===== config.mk =====
export PLATFORM = sky130hd
export DESIGN_NAME = mbox_rx_fifo
export DESIGN_NICKNAME = d
export VERILOG_FILES = /design/src/rtl/mbox_rx_fifo.sv
export SDC_FILE = /design/constraint.sdc
export NUM_CORES = 1
export LEC_CHECK = 0
export CORE_ASPECT_RATIO = 1.25
export CORE_MARGIN = 5
export CORE_UTILIZATION = 30
export CTS_CLUSTER_DIAMETER = 80
export CTS_CLUSTER_SIZE = 28
export DETAILED_ROUTE_END_ITERATION = 16
export DONT_BUFFER_PORTS = 1
export PLACE_DENSITY = 0.51
export SYNTH_ARGS = -nofsm -noshare
export SYNTH_HDL_FRONTEND = slang
export SYNTH_SLANG_ARGS = --single-unit

===== constraint.sdc =====
create_clock -name clk -period 11.4 [get_ports clk]
set_input_delay 1.14 -clock clk [delete_from_list [all_inputs] [get_ports clk]]
set_output_delay 1.14 -clock clk [all_outputs]
set_load 0.02 [all_outputs]

===== src/rtl/mbox_rx_fifo.sv =====
module mbox_rx_fifo #(
  parameter int DEPTH  = 8,
  parameter int CH_W   = 3,
  parameter int DATA_W = 64
) (
  input  logic              clk,
  input  logic              rst_n,
  input  logic              push_valid,
  output logic              push_ready,
  input  logic [CH_W-1:0]   push_chan,
  input  logic [DATA_W-1:0] push_msg,
  input  logic              reg_we,
  input  logic [5:0]        reg_addr,
  input  logic [31:0]       reg_wdata,
  output logic [31:0]       reg_rdata,
  output logic              irq
);
  localparam int PW = (DEPTH > 1) ? $clog2(DEPTH) : 1;
  localparam int EW = CH_W + DATA_W;
  localparam logic [PW-1:0] LAST = PW'(DEPTH - 1);

  localparam logic [5:0] A_CHAN = 6'h00, A_LO = 6'h04, A_HI = 6'h08, A_POP = 6'h0C,
                         A_RST = 6'h10, A_STS = 6'h14, A_PEND = 6'h18, A_MASK = 6'h1C,
                         A_DEPTH = 6'h24;

  logic [EW-1:0] mem [DEPTH];
  logic [PW-1:0] wr_pos, rd_pos;
  logic          full, pending;
  logic [4:0]    mask;

  wire empty    = (wr_pos == rd_pos) && !full;
  wire buf_rst  = reg_we && reg_addr == A_RST && reg_wdata == 32'd0;
  wire pop_req  = reg_we && reg_addr == A_POP && reg_wdata[0];
  wire pend_clr = reg_we && reg_addr == A_PEND && reg_wdata[0];
  assign push_ready = !full && !buf_rst;
  wire push_acc = push_valid && push_ready;
  wire pop_acc  = pop_req && !empty && !buf_rst;

  wire [PW-1:0] wr_nxt = (wr_pos == LAST) ? '0 : wr_pos + 1'b1;
  wire [PW-1:0] rd_nxt = (rd_pos == LAST) ? '0 : rd_pos + 1'b1;

  always_ff @(posedge clk) begin
    if (push_acc) mem[wr_pos] <= {push_chan, push_msg};
  end

  always_ff @(posedge clk or negedge rst_n) begin
    if (!rst_n) begin
      wr_pos  <= '0;
      rd_pos  <= '0;
      full    <= 1'b0;
      pending <= 1'b0;
      mask    <= 5'h1F;
    end else begin
      if (reg_we && reg_addr == A_MASK) mask <= reg_wdata[4:0];
      if (buf_rst) begin
        wr_pos  <= '0;
        rd_pos  <= '0;
        full    <= 1'b0;
        pending <= 1'b0;
      end else begin
        if (push_acc) wr_pos <= wr_nxt;
        if (pop_acc)  rd_pos <= rd_nxt;
        if (push_acc && !pop_acc)      full <= (wr_nxt == rd_pos);
        else if (pop_acc && !push_acc) full <= 1'b0;
        pending <= pend_clr ? 1'b0 : (pending || !empty);
      end
    end
  end

  assign irq = pending && !mask[0];

  wire [EW-1:0] head = mem[rd_pos];

  always_comb begin
    unique case (reg_addr)
      A_CHAN:  reg_rdata = 32'(head[EW-1 -: CH_W]);
      A_LO:    reg_rdata = head[31:0];
      A_HI:    reg_rdata = head[63:32];
      A_STS:   reg_rdata = {8'(rd_pos), 8'(wr_pos), 15'd0, full};
      A_PEND:  reg_rdata = {31'd0, pending};
      A_MASK:  reg_rdata = {27'd0, mask};
      A_DEPTH: reg_rdata = 32'(DEPTH - 1);
      default: reg_rdata = 32'd0;
    endcase
  end

  assert_full_refuses_R7: assert property (@(posedge clk) disable iff (!rst_n)
    full |-> !push_ready);
  assert_full_pos_equal_R3: assert property (@(posedge clk) disable iff (!rst_n)
    full |-> wr_pos == rd_pos);
  assert_empty_pop_ignored_R6: assert property (@(posedge clk) disable iff (!rst_n)
    (empty && !push_valid && !buf_rst) |=> $stable(rd_pos) && $stable(wr_pos) && !full);
  assert_pending_sets_R8: assert property (@(posedge clk) disable iff (!rst_n)
    (!empty && !pend_clr && !buf_rst) |=> pending);
  assert_buf_reset_R10: assert property (@(posedge clk) disable iff (!rst_n)
    buf_rst |=> (wr_pos == '0) && (rd_pos == '0) && !full && !pending);
  assert_simul_keeps_R11: assert property (@(posedge clk) disable iff (!rst_n)
    (push_acc && pop_acc) |=> $stable(full));
endmodule


==> impl_metrics.prom, run 1 <==
# TYPE chip_impl_metric gauge
chip_impl_metric{name="drc",unit=""} 0
chip_impl_info{name="path_class",value="reg -> out"} 1
chip_impl_metric{name="viasPerCell",unit=""} 4.909
chip_impl_metric{name="relSlewSlack",unit="%"} 24.59
chip_impl_metric{name="fin_total_pwr",unit="mW"} 3.989
chip_impl_metric{name="antenna_found_initial",unit=""} 0
chip_impl_metric{name="gp_congestion",unit=""} 0.7645
chip_impl_info{name="synthMostInstantiatedCell",value="sky130_fd_sc_hd__edfxtp_1"} 1
chip_impl_metric{name="flow.area_growth_from_synthesis",unit="%"} 10.49
chip_impl_metric{name="core_area",unit="um^2"} 70780
chip_impl_metric{name="ratio_of_cells_with_drive_above_1_in_the_final_layout",unit="%"} 23.48
chip_impl_metric{name="fin_crit_sh",unit="%"} 48.55
chip_impl_info{name="run_status",value="finished, final reports clean"} 1
chip_impl_metric{name="power.static_leakage",unit="nW"} 6.795
chip_impl_metric{name="start_util",unit="%"} 30.26
chip_impl_info{name="critical-path-slowest-cell",value="sky130_fd_sc_hd__buf_4"} 1
chip_impl_metric{name="layoutNonFillerInstCount",unit=""} 1944
chip_impl_info{name="start_kind",value="flip-flop"} 1
chip_impl_info{name="crit_top_cell",value="sky130_fd_sc_hd__buf_4"} 1
chip_impl_metric{name="numCtsBuffers",unit=""} 30
chip_impl_info{name="grt_setup_unrepaired",value="false"} 1
chip_impl_metric{name="average_wire_per_standard_cell",unit="um"} 25.78
chip_impl_metric{name="utilization",unit="%"} 33.44
chip_impl_metric{name="synth_enable_flop_cells",unit=""} 536
chip_impl_metric{name="max-cap-violations",unit=""} 0
chip_impl_metric{name="number_of_global_route_vias_before_repair",unit=""} 10180
chip_impl_metric{name="dr.pass1.iters",unit=""} 4
chip_impl_metric{name="layout.nets",unit=""} 1093
chip_impl_metric{name="cts_clock_pin_slew_for_the_worst_setup_and_hold_paths",unit="ps"} 100
chip_impl_info{name="ys_top_cells_by_count",value="536 x sky130_fd_sc_hd__edfxtp_1, 121 x sky130_fd_sc_hd__mux4_2, 84 x sky130_fd_sc_hd__mux2i_1"} 1
chip_impl_info{name="worst_path_dominant_cell_family",value="buffers and inverters"} 1
chip_impl_metric{name="placedInstanceArea",unit="um^2"} 22570
chip_impl_metric{name="drt-initial-drc-count",unit=""} 600
chip_impl_metric{name="x_dimension_of_the_die",unit="um"} 249.0
chip_impl_metric{name="final-setup-viol-count",unit=""} 0
chip_impl_metric{name="async_reset_ff_share",unit="%"} 2.368
chip_impl_metric{name="n_antenna_cell",unit=""} 0
chip_impl_metric{name="post-cts-setup-buffers",unit=""} 0
chip_impl_metric{name="boundaryPins",unit=""} 143
chip_impl_metric{name="fin_crit",unit="ps"} 5534
chip_impl_info{name="synth_largest_area_cell",value="sky130_fd_sc_hd__edfxtp_1"} 1
chip_impl_metric{name="routed-via-count",unit=""} 9543
chip_impl_metric{name="portBuffers",unit=""} 0
chip_impl_info{name="path_cells",value="buf_4, buf_4, mux4_2, mux2i_1, nor2_1, nor3_1, nand3_1"} 1
chip_impl_metric{name="cts.htree.levels",unit=""} 1
chip_impl_metric{name="max_freq",unit="MHz"} 180.7
chip_impl_info{name="timing.critical_path.to_type",value="output pin"} 1
chip_impl_metric{name="grtUsageTotal",unit="%"} 12.72
chip_impl_metric{name="path_buf_inv",unit=""} 2
chip_impl_metric{name="synthesis.yosys.warnings",unit=""} 0
chip_impl_info{name="min-delay-path-class",value="in -> async"} 1
chip_impl_metric{name="grt_start_max_net_pins",unit=""} 72
chip_impl_metric{name="syn_area_per_cell",unit="um^2"} 21.90
chip_impl_metric{name="finClkSkew",unit="ps"} 17.29
chip_impl_metric{name="cts_resized",unit=""} 0
chip_impl_metric{name="final_antenna_net_count",unit=""} 0
chip_impl_metric{name="cts_hold_repair.buffers",unit=""} 0
chip_impl_info{name="clk_root_buffer_cell",value="sky130_fd_sc_hd__clkbuf_16"} 1
chip_impl_metric{name="slew_violations",unit=""} 0
chip_impl_metric{name="cts_buffer_depth",unit=""} 3
chip_impl_metric{name="first_pass_grt_wire_length",unit="um"} 72770
chip_impl_metric{name="synth_nets",unit=""} 1091
chip_impl_metric{name="critical_path.max_fanout",unit=""} 48
chip_impl_metric{name="timing.critical_path.required",unit="ps"} 10260
chip_impl_metric{name="design.die.area",unit="um^2"} 76880
chip_impl_metric{name="peakVddDrop",unit="uV"} 156.6
chip_impl_metric{name="netlist-cell-type-count",unit=""} 47
chip_impl_metric{name="crit_arrival",unit="ps"} 4390
chip_impl_metric{name="yosysTopAreaCellShare",unit="%"} 75.14
chip_impl_metric{name="netlist_area",unit="um^2"} 21420
chip_impl_metric{name="fp-row-count",unit=""} 109
chip_impl_metric{name="detailed_place_hpwl",unit="um"} 27880
chip_impl_info{name="ys_dominant_reg_cell",value="sky130_fd_sc_hd__edfxtp_1"} 1
chip_impl_metric{name="globalRoute.totalOverflow",unit=""} 0
chip_impl_metric{name="die_height",unit="um"} 308.8
chip_impl_metric{name="clock-sinks",unit=""} 549
chip_impl_metric{name="hold_viol_final",unit=""} 0
chip_impl_metric{name="cellPowerDensity",unit="nW/um^2"} 168.5
chip_impl_metric{name="post_syn_instances",unit=""} 978
chip_impl_metric{name="setup_total_negative_slack",unit="ps"} 0
chip_impl_metric{name="worstMarginPinSlew",unit="ps"} 1131
chip_impl_metric{name="synth_seq_cells",unit=""} 549
chip_impl_metric{name="clkLatencyLatePin",unit="ps"} 610
chip_impl_metric{name="critPathMaxStageDelay",unit="ps"} 870
chip_impl_metric{name="postRouteWirelength",unit="um"} 50120
chip_impl_metric{name="synth-seq-area-share",unit="%"} 76.68
chip_impl_info{name="tritoncts",value="built"} 1
chip_impl_info{name="ys_top_cells_by_area",value="sky130_fd_sc_hd__edfxtp_1 75%, sky130_fd_sc_hd__mux4_2 13%, sky130_fd_sc_hd__mux2i_1 3.9%"} 1
chip_impl_metric{name="numPlacedInstances",unit=""} 1891
chip_impl_metric{name="fin_area",unit="um^2"} 23670
[routing by layer]
metal / global-route usage (%) / vias up / wire length (um)
li1: - / 4101 / -
met1: 15.76 / 5186 / 20440
met2: 22.44 / 209 / 25410
met3: 3.750 / 47 / 3422
met4: 2.490 / 0 / 852
met5: 0 / - / 0
[cell usage in the layout, fill, tap and decap left out, types with 3 or more instances in the layout]
cell type,n
sky130_fd_sc_hd__edfxtp_1,536
sky130_fd_sc_hd__mux4_2,121
sky130_fd_sc_hd__mux2i_1,84
sky130_fd_sc_hd__clkbuf_16,31
sky130_fd_sc_hd__buf_4,23
sky130_fd_sc_hd__nor2_1,18
sky130_fd_sc_hd__a21oi_1,15
sky130_fd_sc_hd__a22oi_1,13
sky130_fd_sc_hd__o22ai_1,11
sky130_fd_sc_hd__o22ai_2,10
sky130_fd_sc_hd__nand2_1,10
sky130_fd_sc_hd__o21ai_0,9
sky130_fd_sc_hd__nor4_1,8
sky130_fd_sc_hd__nor3_1,7
sky130_fd_sc_hd__nand3_1,6
sky130_fd_sc_hd__nor2b_1,5
sky130_fd_sc_hd__mux2_2,5
sky130_fd_sc_hd__dfrtp_1,5
sky130_fd_sc_hd__dfstp_2,5
sky130_fd_sc_hd__nand2b_1,4
sky130_fd_sc_hd__ha_1,4
sky130_fd_sc_hd__inv_16,4
sky130_fd_sc_hd__o21ai_1,3
sky130_fd_sc_hd__and3_1,3
sky130_fd_sc_hd__a31oi_1,3
sky130_fd_sc_hd__nand4_1,3
sky130_fd_sc_hd__nor3_2,3
sky130_fd_sc_hd__nor4_2,3
sky130_fd_sc_hd__xor2_1,3
sky130_fd_sc_hd__inv_12,3
sky130_fd_sc_hd__clkinv_4,3
sky130_fd_sc_hd__inv_8,3
sky130_fd_sc_hd__bufinv_16,3
sky130_fd_sc_hd__dfrtp_4,3
[worst register-to-register path, cell delays in order (launching register included)]
cell,delay (ps)
sky130_fd_sc_hd__dfrtp_4,1050
sky130_fd_sc_hd__buf_4,970
sky130_fd_sc_hd__nor4b_1,170
sky130_fd_sc_hd__a31oi_1,190
sky130_fd_sc_hd__o32ai_1,110
sky130_fd_sc_hd__a31oi_1,230
sky130_fd_sc_hd__nor3_1,60
[power breakdown]
part	total (mW)	leakage (nW)	switching, mW	internal (mW)
Combinational	0.332	1.30	0.180	0.152
Clock	1.32	0.533	0.711	0.605
Sequential	2.34	4.97	0.0461	2.30
Total	3.99	6.80	0.937	3.05
[flip-flops by register name, summed over array words and instances, names as in the netlist]
signal	cells
pending	1
wr_pos	3
mask	5
full	1
rd_pos	3
mem	536
[worst paths after layout]
path | startpoint | endpoint | slack (ps) | cells after the start
max in group asynchronous | rst_n | mask[1]$_DFFE_PN1P_ | 11010 | 0
min in group clk | pending$_DFF_PN0_ | pending$_DFF_PN0_ | 570 | 2
worst min-delay path | rst_n | rd_pos[2]$_DFFE_PN0P_ | 220 | 0
worst max-delay path | rd_pos[0]$_DFFE_PN0P_ | reg_rdata[0] | 5870 | 7
worst max register to register | rd_pos[1]$_DFFE_PN0P_ | full$_DFFE_PN0P_ | 8510 | 6
worst min register to register | pending$_DFF_PN0_ | pending$_DFF_PN0_ | 570 | 2
[kinds of logic (layout without fill, tap and decap cells)]
family	after synthesis	count (layout)	synth area share [%]
AOI/OAI and AO/OA	69	69	2.319
xor gates and xnor gates	4	4	0.1636
adders and majority gates	4	4	0.2336
buffers and inverters	55	78	1.285
DFF	549	549	76.68
muxes	210	210	16.91
and+or+nand+nor	87	87	2.406
[through the flow]
stage          hold WS [ps]  setup WS (ps)
4_1_cts               165.0           5674
3_3_place_gp          567.2           6374
3_5_place_dp          562.7           6371
2_1_floorplan         514.0           2278
6_report              216.3           5866
5_1_grt               166.0           5497
[final cells by class]
class,instances,area (um^2)
Timing Repair Buffer,23,172.7
Clock inverter,22,321.6
Multi-Input combinational cell,374,4773
Tap cell,943,1180
Fill cell,6651,47110
Sequential cell,549,16440
Inverter,2,7.507
Clock buffer,31,775.7
No activity file was read; power rests on OpenSTA's default activity.
==> run 2: changes to the inputs <==
- ABC_AREA: not set -> 1
- clock period: 11.4 -> 5.2 ns (I/O delays scaled with it)
==> impl_metrics.prom, run 2 <==
# TYPE chip_impl_metric gauge
chip_impl_info{name="clk_root_buffer_cell",value="sky130_fd_sc_hd__clkbuf_16"} 1
chip_impl_info{name="highest-signal-layer",value="met5"} 1
chip_impl_metric{name="yosysTopAreaCellShare",unit="%"} 74.00
chip_impl_metric{name="detailed_place_hpwl",unit="um"} 32040
chip_impl_metric{name="grt_start_max_net_pins",unit=""} 143
chip_impl_metric{name="fin_area",unit="um^2"} 24420
chip_impl_metric{name="flow.area_growth_from_synthesis",unit="%"} 12.30
chip_impl_metric{name="multiInputGateArea",unit="um^2"} 4731
chip_impl_metric{name="placedInstanceArea",unit="um^2"} 22710
chip_impl_metric{name="x_dimension_of_the_die",unit="um"} 250.8
chip_impl_info{name="synth_largest_area_cell",value="sky130_fd_sc_hd__edfxtp_1"} 1
chip_impl_metric{name="antenna_found_initial",unit=""} 16
chip_impl_metric{name="final_antenna_net_count",unit=""} 0
chip_impl_metric{name="worstMarginPinSlew",unit="ps"} 1037
chip_impl_metric{name="fin_crit",unit="ps"} 4125
chip_impl_metric{name="boundaryPins",unit=""} 143
chip_impl_metric{name="finClkSkew",unit="ps"} 45.00
chip_impl_metric{name="drt-initial-drc-count",unit=""} 1163
chip_impl_metric{name="dr_wl_met2",unit="um"} 29670
chip_impl_info{name="path_class",value="reg -> out"} 1
chip_impl_metric{name="cts.htree.levels",unit=""} 1
chip_impl_metric{name="cts_buffer_depth",unit=""} 3
chip_impl_metric{name="max_freq",unit="MHz"} 242.4
chip_impl_metric{name="clkLatencyLatePin",unit="ps"} 640
chip_impl_metric{name="synth_nets",unit=""} 1734
chip_impl_metric{name="average_wire_per_standard_cell",unit="um"} 22.69
chip_impl_metric{name="final-setup-viol-count",unit=""} 0
chip_impl_metric{name="relSlewSlack",unit="%"} 30.89
chip_impl_metric{name="postRouteWirelength",unit="um"} 59340
chip_impl_metric{name="ratio_of_cells_with_drive_above_1_in_the_final_layout",unit="%"} 6.159
chip_impl_metric{name="timing.critical_path.required",unit="ps"} 4680
chip_impl_metric{name="dr.pass1.iters",unit=""} 5
chip_impl_metric{name="fin_total_pwr",unit="mW"} 8.937
chip_impl_metric{name="max-cap-violations",unit=""} 0
chip_impl_metric{name="drc",unit=""} 0
chip_impl_metric{name="core_area",unit="um^2"} 71980
chip_impl_info{name="crit_path_start",value="rd_pos[1]$_DFFE_PN0P_"} 1
chip_impl_metric{name="layout.area.seq",unit="um^2"} 16440
chip_impl_metric{name="cell_internal_pwr",unit="mW"} 6.537
chip_impl_metric{name="slew_violations",unit=""} 0
chip_impl_metric{name="viasPerCell",unit=""} 5.152
chip_impl_metric{name="place_worst_setup_slack",unit="ps"} 1758
chip_impl_metric{name="critPathMaxStageDelay",unit="ps"} 640
chip_impl_info{name="ys_top_cells_by_count",value="536 x sky130_fd_sc_hd__edfxtp_1, 351 x sky130_fd_sc_hd__nor2_1, 269 x sky130_fd_sc_hd__o21ai_0"} 1
chip_impl_metric{name="netlist-cell-type-count",unit=""} 28
chip_impl_metric{name="async_reset_ff_share",unit="%"} 2.368
chip_impl_metric{name="worst_hold_slack",unit="ps"} 61.77
chip_impl_metric{name="netSwitchingPower",unit="mW"} 2.400
chip_impl_info{name="layout_common_cells",value="536 x sky130_fd_sc_hd__edfxtp_1, 349 x sky130_fd_sc_hd__nor2_1, 269 x sky130_fd_sc_hd__o21ai_0"} 1
chip_impl_metric{name="crit_arrival",unit="ps"} 3600
chip_impl_metric{name="start_util",unit="%"} 30.22
chip_impl_info{name="timing.critical_path.to_type",value="output pin"} 1
chip_impl_metric{name="first_pass_grt_wire_length",unit="um"} 87290
chip_impl_metric{name="layout.nets",unit=""} 1748
chip_impl_metric{name="netlist_area",unit="um^2"} 21750
chip_impl_metric{name="wl_met1",unit="um"} 25290
chip_impl_metric{name="largest_register_ff_count",unit=""} 536
chip_impl_info{name="leading_cell_type_in_the_layout_fill_and_taps_excluded",value="sky130_fd_sc_hd__edfxtp_1"} 1
chip_impl_metric{name="synthesis.yosys.warnings",unit=""} 0
chip_impl_info{name="start_kind",value="flip-flop"} 1
chip_impl_metric{name="wl_met3",unit="um"} 3189
chip_impl_metric{name="routed-via-count",unit=""} 13470
chip_impl_metric{name="cts_clock_pin_slew_for_the_worst_setup_and_hold_paths",unit="ps"} 90
chip_impl_info{name="run_status",value="finished, final reports clean"} 1
chip_impl_metric{name="numCtsBuffers",unit=""} 29
chip_impl_metric{name="number_of_global_route_vias_before_repair",unit=""} 13050
chip_impl_info{name="grt_setup_unrepaired",value="false"} 1
chip_impl_info{name="critical-path-slowest-cell",value="sky130_fd_sc_hd__dfrtp_4"} 1
chip_impl_metric{name="critical_path.max_fanout",unit=""} 52
chip_impl_info{name="path_cells",value="clkinv_2, buf_4, buf_4, o21ai_0, o22ai_1, o21ai_0, o21ai_1"} 1
chip_impl_metric{name="synth_seq_cells",unit=""} 549
chip_impl_metric{name="portBuffers",unit=""} 0
chip_impl_info{name="tritoncts",value="built"} 1
chip_impl_metric{name="power_frac_seq",unit="%"} 57.0
chip_impl_metric{name="power.static_leakage",unit="nW"} 7.364
chip_impl_info{name="ys_top_cells_by_area",value="sky130_fd_sc_hd__edfxtp_1 74%, sky130_fd_sc_hd__o21ai_0 6.2%, sky130_fd_sc_hd__nor2_1 6.1%"} 1
chip_impl_metric{name="fp-row-count",unit=""} 110
chip_impl_info{name="synthMostInstantiatedCell",value="sky130_fd_sc_hd__edfxtp_1"} 1
chip_impl_info{name="largest_register_by_flop_count",value="mem"} 1
chip_impl_metric{name="syn_area_per_cell",unit="um^2"} 13.42
chip_impl_metric{name="utilization",unit="%"} 33.93
chip_impl_info{name="cp-endpoint",value="reg_rdata[9]"} 1
chip_impl_info{name="leading_registers_by_flop_count",value="mem (536), mask (5)"} 1
chip_impl_info{name="worstReg2RegStart",value="rd_pos[0]$_DFFE_PN0P_"} 1
chip_impl_metric{name="peakVddDrop",unit="uV"} 354.5
chip_impl_metric{name="fin_crit_sh",unit="%"} 79.32
chip_impl_metric{name="hold_viol_final",unit=""} 0
chip_impl_info{name="min-delay-path-class",value="in -> reg"} 1
chip_impl_metric{name="design.die.area",unit="um^2"} 78020
chip_impl_metric{name="power_frac_clock",unit="%"} 30.8
chip_impl_info{name="reg2reg_to",value="rd_pos[2]$_DFFE_PN0P_"} 1
chip_impl_metric{name="rr_worst_depth",unit=""} 8
chip_impl_metric{name="globalRoute.totalOverflow",unit=""} 0
chip_impl_metric{name="clock-sinks",unit=""} 549
chip_impl_info{name="ys_dominant_reg_cell",value="sky130_fd_sc_hd__edfxtp_1"} 1
chip_impl_metric{name="synth_enable_flop_cells",unit=""} 536
chip_impl_metric{name="gp_congestion",unit=""} 0.7637
chip_impl_metric{name="cellPowerDensity",unit="nW/um^2"} 365.9
chip_impl_metric{name="grtUsageTotal",unit="%"} 14.49
chip_impl_metric{name="fill_cells",unit=""} 6937
chip_impl_metric{name="power.combinational.fraction",unit="%"} 12.2
chip_impl_metric{name="post-cts-setup-buffers",unit=""} 0
chip_impl_metric{name="switching_share",unit="%"} 26.86
chip_impl_metric{name="synth-seq-area-share",unit="%"} 75.53
chip_impl_metric{name="die_height",unit="um"} 311.0
chip_impl_metric{name="rrSetupSlack",unit="ps"} 2420
chip_impl_metric{name="post_syn_instances",unit=""} 1621
chip_impl_metric{name="post_layout_worst_setup_margin",unit="ps"} 1075
run 2: cell count changes in the layout (fill, tap and decap cells not counted), sizes merged, moves of 38 or more:
cell and change:
nor2 +332, o21ai +308, mux4 -121, mux2i -84, dlygate4sd3 +68, o211ai +55, o22ai +44, o221ai +38
run 2: what timing repair did:
action	in CTS	in global routing
hold buffers	68	0
resized for setup	0	0
setup endpoints to repair	0	0
endpoints found under the hold margin	549	0
run 2: final cells by class:
cell class	count	share of cell area, %
timing repair buffer	95	3.822
sequential	549	67.30
clock inverter	21	1.178
inverter	22	0.3791
antenna	7	0.07172
multi-input combinational	938	19.37
tap	952	4.877
clock buffer	31	3.002
run 2: through the flow:
| step | setup TNS, ps | cells |
|---|---|---|
| global route | 0 | 2612 |
| global placement | 0 | 2488 |
| CTS | 0 | 2608 |
| floorplan | -537510 | 1621 |
| finish | 0 | 2615 |
| detailed placement | 0 | 2488 |
run 2: how the worst min path moves through the flow:
stage                     slack [ps]    startpoint                     to  cells past startpoint
after floorplan                  220         rst_n       full$_DFFE_PN0P_                      0
after global placement           230         rst_n  wr_pos[0]$_DFFE_PN0P_                      0
after detailed placement         230         rst_n      pending$_DFF_PN0_                      0
after CTS                         30    push_valid  wr_pos[0]$_DFFE_PN0P_                      2
after global routing              40  reg_wdata[0]    mask[0]$_DFFE_PN1P_                      1
final                             60    push_valid  wr_pos[0]$_DFFE_PN0P_                      2
run 2: power by group through the flow:
stage	logic (mW)	registers (mW)	clock network, mW
CTS	1.10	5.09	2.84
detailed placement	0.996	5.20	0
finish	1.09	5.10	2.76
global placement	0.982	5.19	0
global route	1.21	5.11	2.99
floorplan	0.755	5.16	0
run 2: kinds of logic after synthesis:
logic type,share of synthesized area (%)
flops,75.53
compound gates,12.85
simple gates,8.042
buf+inv,2.974
mux,0.2589
fa+ha+maj,0.2301
xor+xnor,0.1208
run 2: per-layer routing:
layer / track usage, % / vias up
met4: 2.916 / 4
li1: - / 6121
met3: 2.307 / 74
met2: 25.35 / 366
met1: 19.17 / 6908
met5: 0 / -
run 2: worst max-delay path, delay by kind of cell, from the launching register on:
| family | cells | cell delay [ps] |
|---|---|---|
| flops | 1 | 640 |
| buf+inv | 3 | 1290 |
| compound gates | 4 | 940 |
==> run 3: changes to the inputs <==
- ABC_AREA: 1 -> 0
- PLACE_DENSITY: 0.51 -> 0.52
- clock period: 5.2 -> 3.46 ns (I/O delays scaled with it)
==> impl_metrics.prom, run 3 (synthesis gave the netlist of run 1 again) <==
# TYPE chip_impl_metric gauge
chip_impl_info{name="run_status",value="finished, final reports clean"} 1
chip_impl_metric{name="slew_violations",unit=""} 0
chip_impl_info{name="timing.critical_path.to_type",value="output pin"} 1
chip_impl_info{name="largest_register_by_flop_count",value="mem"} 1
chip_impl_metric{name="cts.htree.levels",unit=""} 2
chip_impl_info{name="worstReg2RegStart",value="wr_pos[2]$_DFFE_PN0P_"} 1
chip_impl_metric{name="numCtsBuffers",unit=""} 35
chip_impl_metric{name="grtUsageTotal",unit="%"} 12.67
chip_impl_metric{name="cts_clock_pin_slew_for_the_worst_setup_and_hold_paths",unit="ps"} 90
chip_impl_metric{name="boundaryPins",unit=""} 143
chip_impl_info{name="critical-path-slowest-cell",value="sky130_fd_sc_hd__dfrtp_4"} 1
chip_impl_info{name="crit_top_cell",value="sky130_fd_sc_hd__buf_4"} 1
chip_impl_metric{name="ratio_of_cells_with_drive_above_1_in_the_final_layout",unit="%"} 23.45
chip_impl_metric{name="rr_worst_depth",unit=""} 3
chip_impl_metric{name="number_of_global_route_vias_before_repair",unit=""} 10870
chip_impl_metric{name="fin_crit_sh",unit="%"} 94.05
chip_impl_info{name="leading_registers_by_flop_count",value="mem (536), mask (5)"} 1
chip_impl_info{name="start_kind",value="flip-flop"} 1
chip_impl_metric{name="timing.critical_path.required",unit="ps"} 3110
chip_impl_info{name="tritoncts",value="built"} 1
chip_impl_metric{name="relSlewSlack",unit="%"} 34.22
chip_impl_metric{name="globalRoute.totalOverflow",unit=""} 0
chip_impl_metric{name="fin_crit",unit="ps"} 3254
chip_impl_metric{name="place_worst_setup_slack",unit="ps"} 667.0
chip_impl_metric{name="setup_total_negative_slack",unit="ps"} 0
chip_impl_metric{name="max-cap-violations",unit=""} 0
chip_impl_metric{name="finClkSkew",unit="ps"} 19.74
chip_impl_metric{name="layout.nets",unit=""} 1184
chip_impl_metric{name="rrSetupSlack",unit="ps"} 880
chip_impl_metric{name="largest_register_ff_count",unit=""} 536
chip_impl_metric{name="fp-row-count",unit=""} 109
chip_impl_info{name="clk_root_buffer_cell",value="sky130_fd_sc_hd__clkbuf_16"} 1
chip_impl_info{name="grt_setup_unrepaired",value="false"} 1
chip_impl_metric{name="antenna_found_initial",unit=""} 4
chip_impl_info{name="layout_common_cells",value="536 x sky130_fd_sc_hd__edfxtp_1, 121 x sky130_fd_sc_hd__mux4_2, 84 x sky130_fd_sc_hd__mux2i_1"} 1
chip_impl_metric{name="cts_buffer_depth",unit=""} 3
chip_impl_info{name="leading_cell_type_in_the_layout_fill_and_taps_excluded",value="sky130_fd_sc_hd__edfxtp_1"} 1
chip_impl_metric{name="worstMarginPinSlew",unit="ps"} 986.7
chip_impl_metric{name="critical_path.max_fanout",unit=""} 41
chip_impl_metric{name="final_antenna_net_count",unit=""} 0
chip_impl_info{name="min-delay-path-class",value="in -> reg"} 1
chip_impl_metric{name="viasPerCell",unit=""} 4.884
chip_impl_metric{name="flow.area_growth_from_synthesis",unit="%"} 16.65
chip_impl_metric{name="post_layout_worst_setup_margin",unit="ps"} 205.9
chip_impl_metric{name="gp_congestion",unit=""} 0.7250
chip_impl_info{name="reg2reg_to",value="mem[4][61]$_DFFE_PP_"} 1
chip_impl_metric{name="core_area",unit="um^2"} 70780
chip_impl_metric{name="final-setup-viol-count",unit=""} 0
chip_impl_metric{name="drt-initial-drc-count",unit=""} 630
chip_impl_info{name="cp-endpoint",value="reg_rdata[6]"} 1
chip_impl_metric{name="power.static_leakage",unit="nW"} 7.329
chip_impl_metric{name="clock-sinks",unit=""} 549
chip_impl_metric{name="clkLatencyLatePin",unit="ps"} 560
chip_impl_metric{name="postRouteWirelength",unit="um"} 49120
chip_impl_metric{name="start_util",unit="%"} 30.26
chip_impl_metric{name="hold_viol_final",unit=""} 0
chip_impl_metric{name="die_height",unit="um"} 308.8
chip_impl_metric{name="crit_arrival",unit="ps"} 2910
chip_impl_metric{name="x_dimension_of_the_die",unit="um"} 249.0
chip_impl_metric{name="grt_start_max_net_pins",unit=""} 68
chip_impl_metric{name="drc",unit=""} 0
chip_impl_info{name="path_class",value="reg -> out"} 1
chip_impl_metric{name="peakVddDrop",unit="uV"} 404.0
chip_impl_metric{name="first_pass_grt_wire_length",unit="um"} 73410
chip_impl_metric{name="cellPowerDensity",unit="nW/um^2"} 555.1
chip_impl_metric{name="detailed_place_hpwl",unit="um"} 26540
chip_impl_metric{name="fin_total_pwr",unit="mW"} 13.87
chip_impl_metric{name="dr.pass1.iters",unit=""} 6
chip_impl_info{name="path_cells",value="buf_12, buf_4, mux4_2, mux2i_1, o22ai_1, buf_4"} 1
chip_impl_metric{name="design.die.area",unit="um^2"} 76880
chip_impl_metric{name="portBuffers",unit=""} 0
chip_impl_metric{name="max_freq",unit="MHz"} 307.3
chip_impl_metric{name="average_wire_per_standard_cell",unit="um"} 24.06
chip_impl_metric{name="routed-via-count",unit=""} 9968
chip_impl_info{name="crit_path_start",value="rd_pos[1]$_DFFE_PN0P_"} 1
chip_impl_metric{name="critPathMaxStageDelay",unit="ps"} 850
==> run 3: changes by cell type in the layout (fill, tap and decap cells not counted), sizes merged, moves of 12 or more <==
| cell | before | now |
|---|---|---|
| o221ai | 38 | 0 |
| o21ai | 320 | 12 |
| inv | 30 | 15 |
| a22oi | 0 | 13 |
| mux4 | 0 | 121 |
| nor4 | 0 | 12 |
| o22ai | 65 | 21 |
| mux2i | 0 | 84 |
| o211ai | 55 | 0 |
| nor2 | 352 | 20 |
| nand3 | 41 | 7 |
| nand2 | 26 | 10 |
==> run 3: report_power, final <==
part / total (mW) / switching, mW / internal [mW] / leakage [nW]
Sequential: 7.73 / 0.169 / 7.56 / 4.97
Combinational: 1.31 / 0.700 / 0.609 / 1.72
Clock: 4.84 / 2.53 / 2.31 / 0.639
==> run 3: how the worst min path moves through the flow <==
stage	start	end	slack [ps]	cells after the start
final	push_valid	wr_pos[2]$_DFFE_PN0P_	90	3
after global routing	push_valid	wr_pos[2]$_DFFE_PN0P_	90	3
after CTS	push_valid	wr_pos[2]$_DFFE_PN0P_	40	3
after detailed placement	rst_n	full$_DFFE_PN0P_	50	0
after global placement	rst_n	full$_DFFE_PN0P_	50	0
after floorplan	rst_n	full$_DFFE_PN0P_	50	0
==> run 3: layout make-up <==
type / instances / area, um^2
fill: 6506 / 45790
sequential: 549 / 16440
multi-input combinational: 374 / 4843
timing repair buffer: 109 / 1187
tap: 943 / 1180
clock buffer: 37 / 925.9
clock inverter: 25 / 400.4
inverter: 2 / 7.507
antenna: 2 / 5.005
==> run 3: repair_timing <==
item | 4_1_cts | 5_1_grt
hold buffers | 76 | 0
setup endpoints to repair | 0 | 1
resized for setup | 0 | 1
endpoints found under the hold margin | 558 | 0
buffers inserted | 0 | 0
==> run 3: per-layer routing <==
metal	vias to the layer above	GRT usage (%)	part of all wire, %
li1	4306	-	-
met1	5391	16.89	44
met2	210	21.75	50
met3	59	2.565	4.6
met4	2	2.734	1.9
met5	-	0	0.024
==> run 3: critical path: cells and delay by family, from the launching register on <==
kind                   cells  cell delay [ps]
multiplexers               2              500
buffers and inverters      3              830
flip-flops                 1              850
AO/OA/AOI/OAI              1              140
==> run 3: through the flow <==
step           instances  hold slack [ps]  util [%]  instance area (um^2)
2_1_floorplan        978            50.41         -                 21520
3_3_place_gp        1901            50.79     32.34                 22890
3_5_place_dp        1901            50.82     32.34                 22890
4_1_cts             2039            41.97     35.29                 24980
5_1_grt             2039            92.63     35.30                 24980
6_report            2041            85.15     35.30                 24990
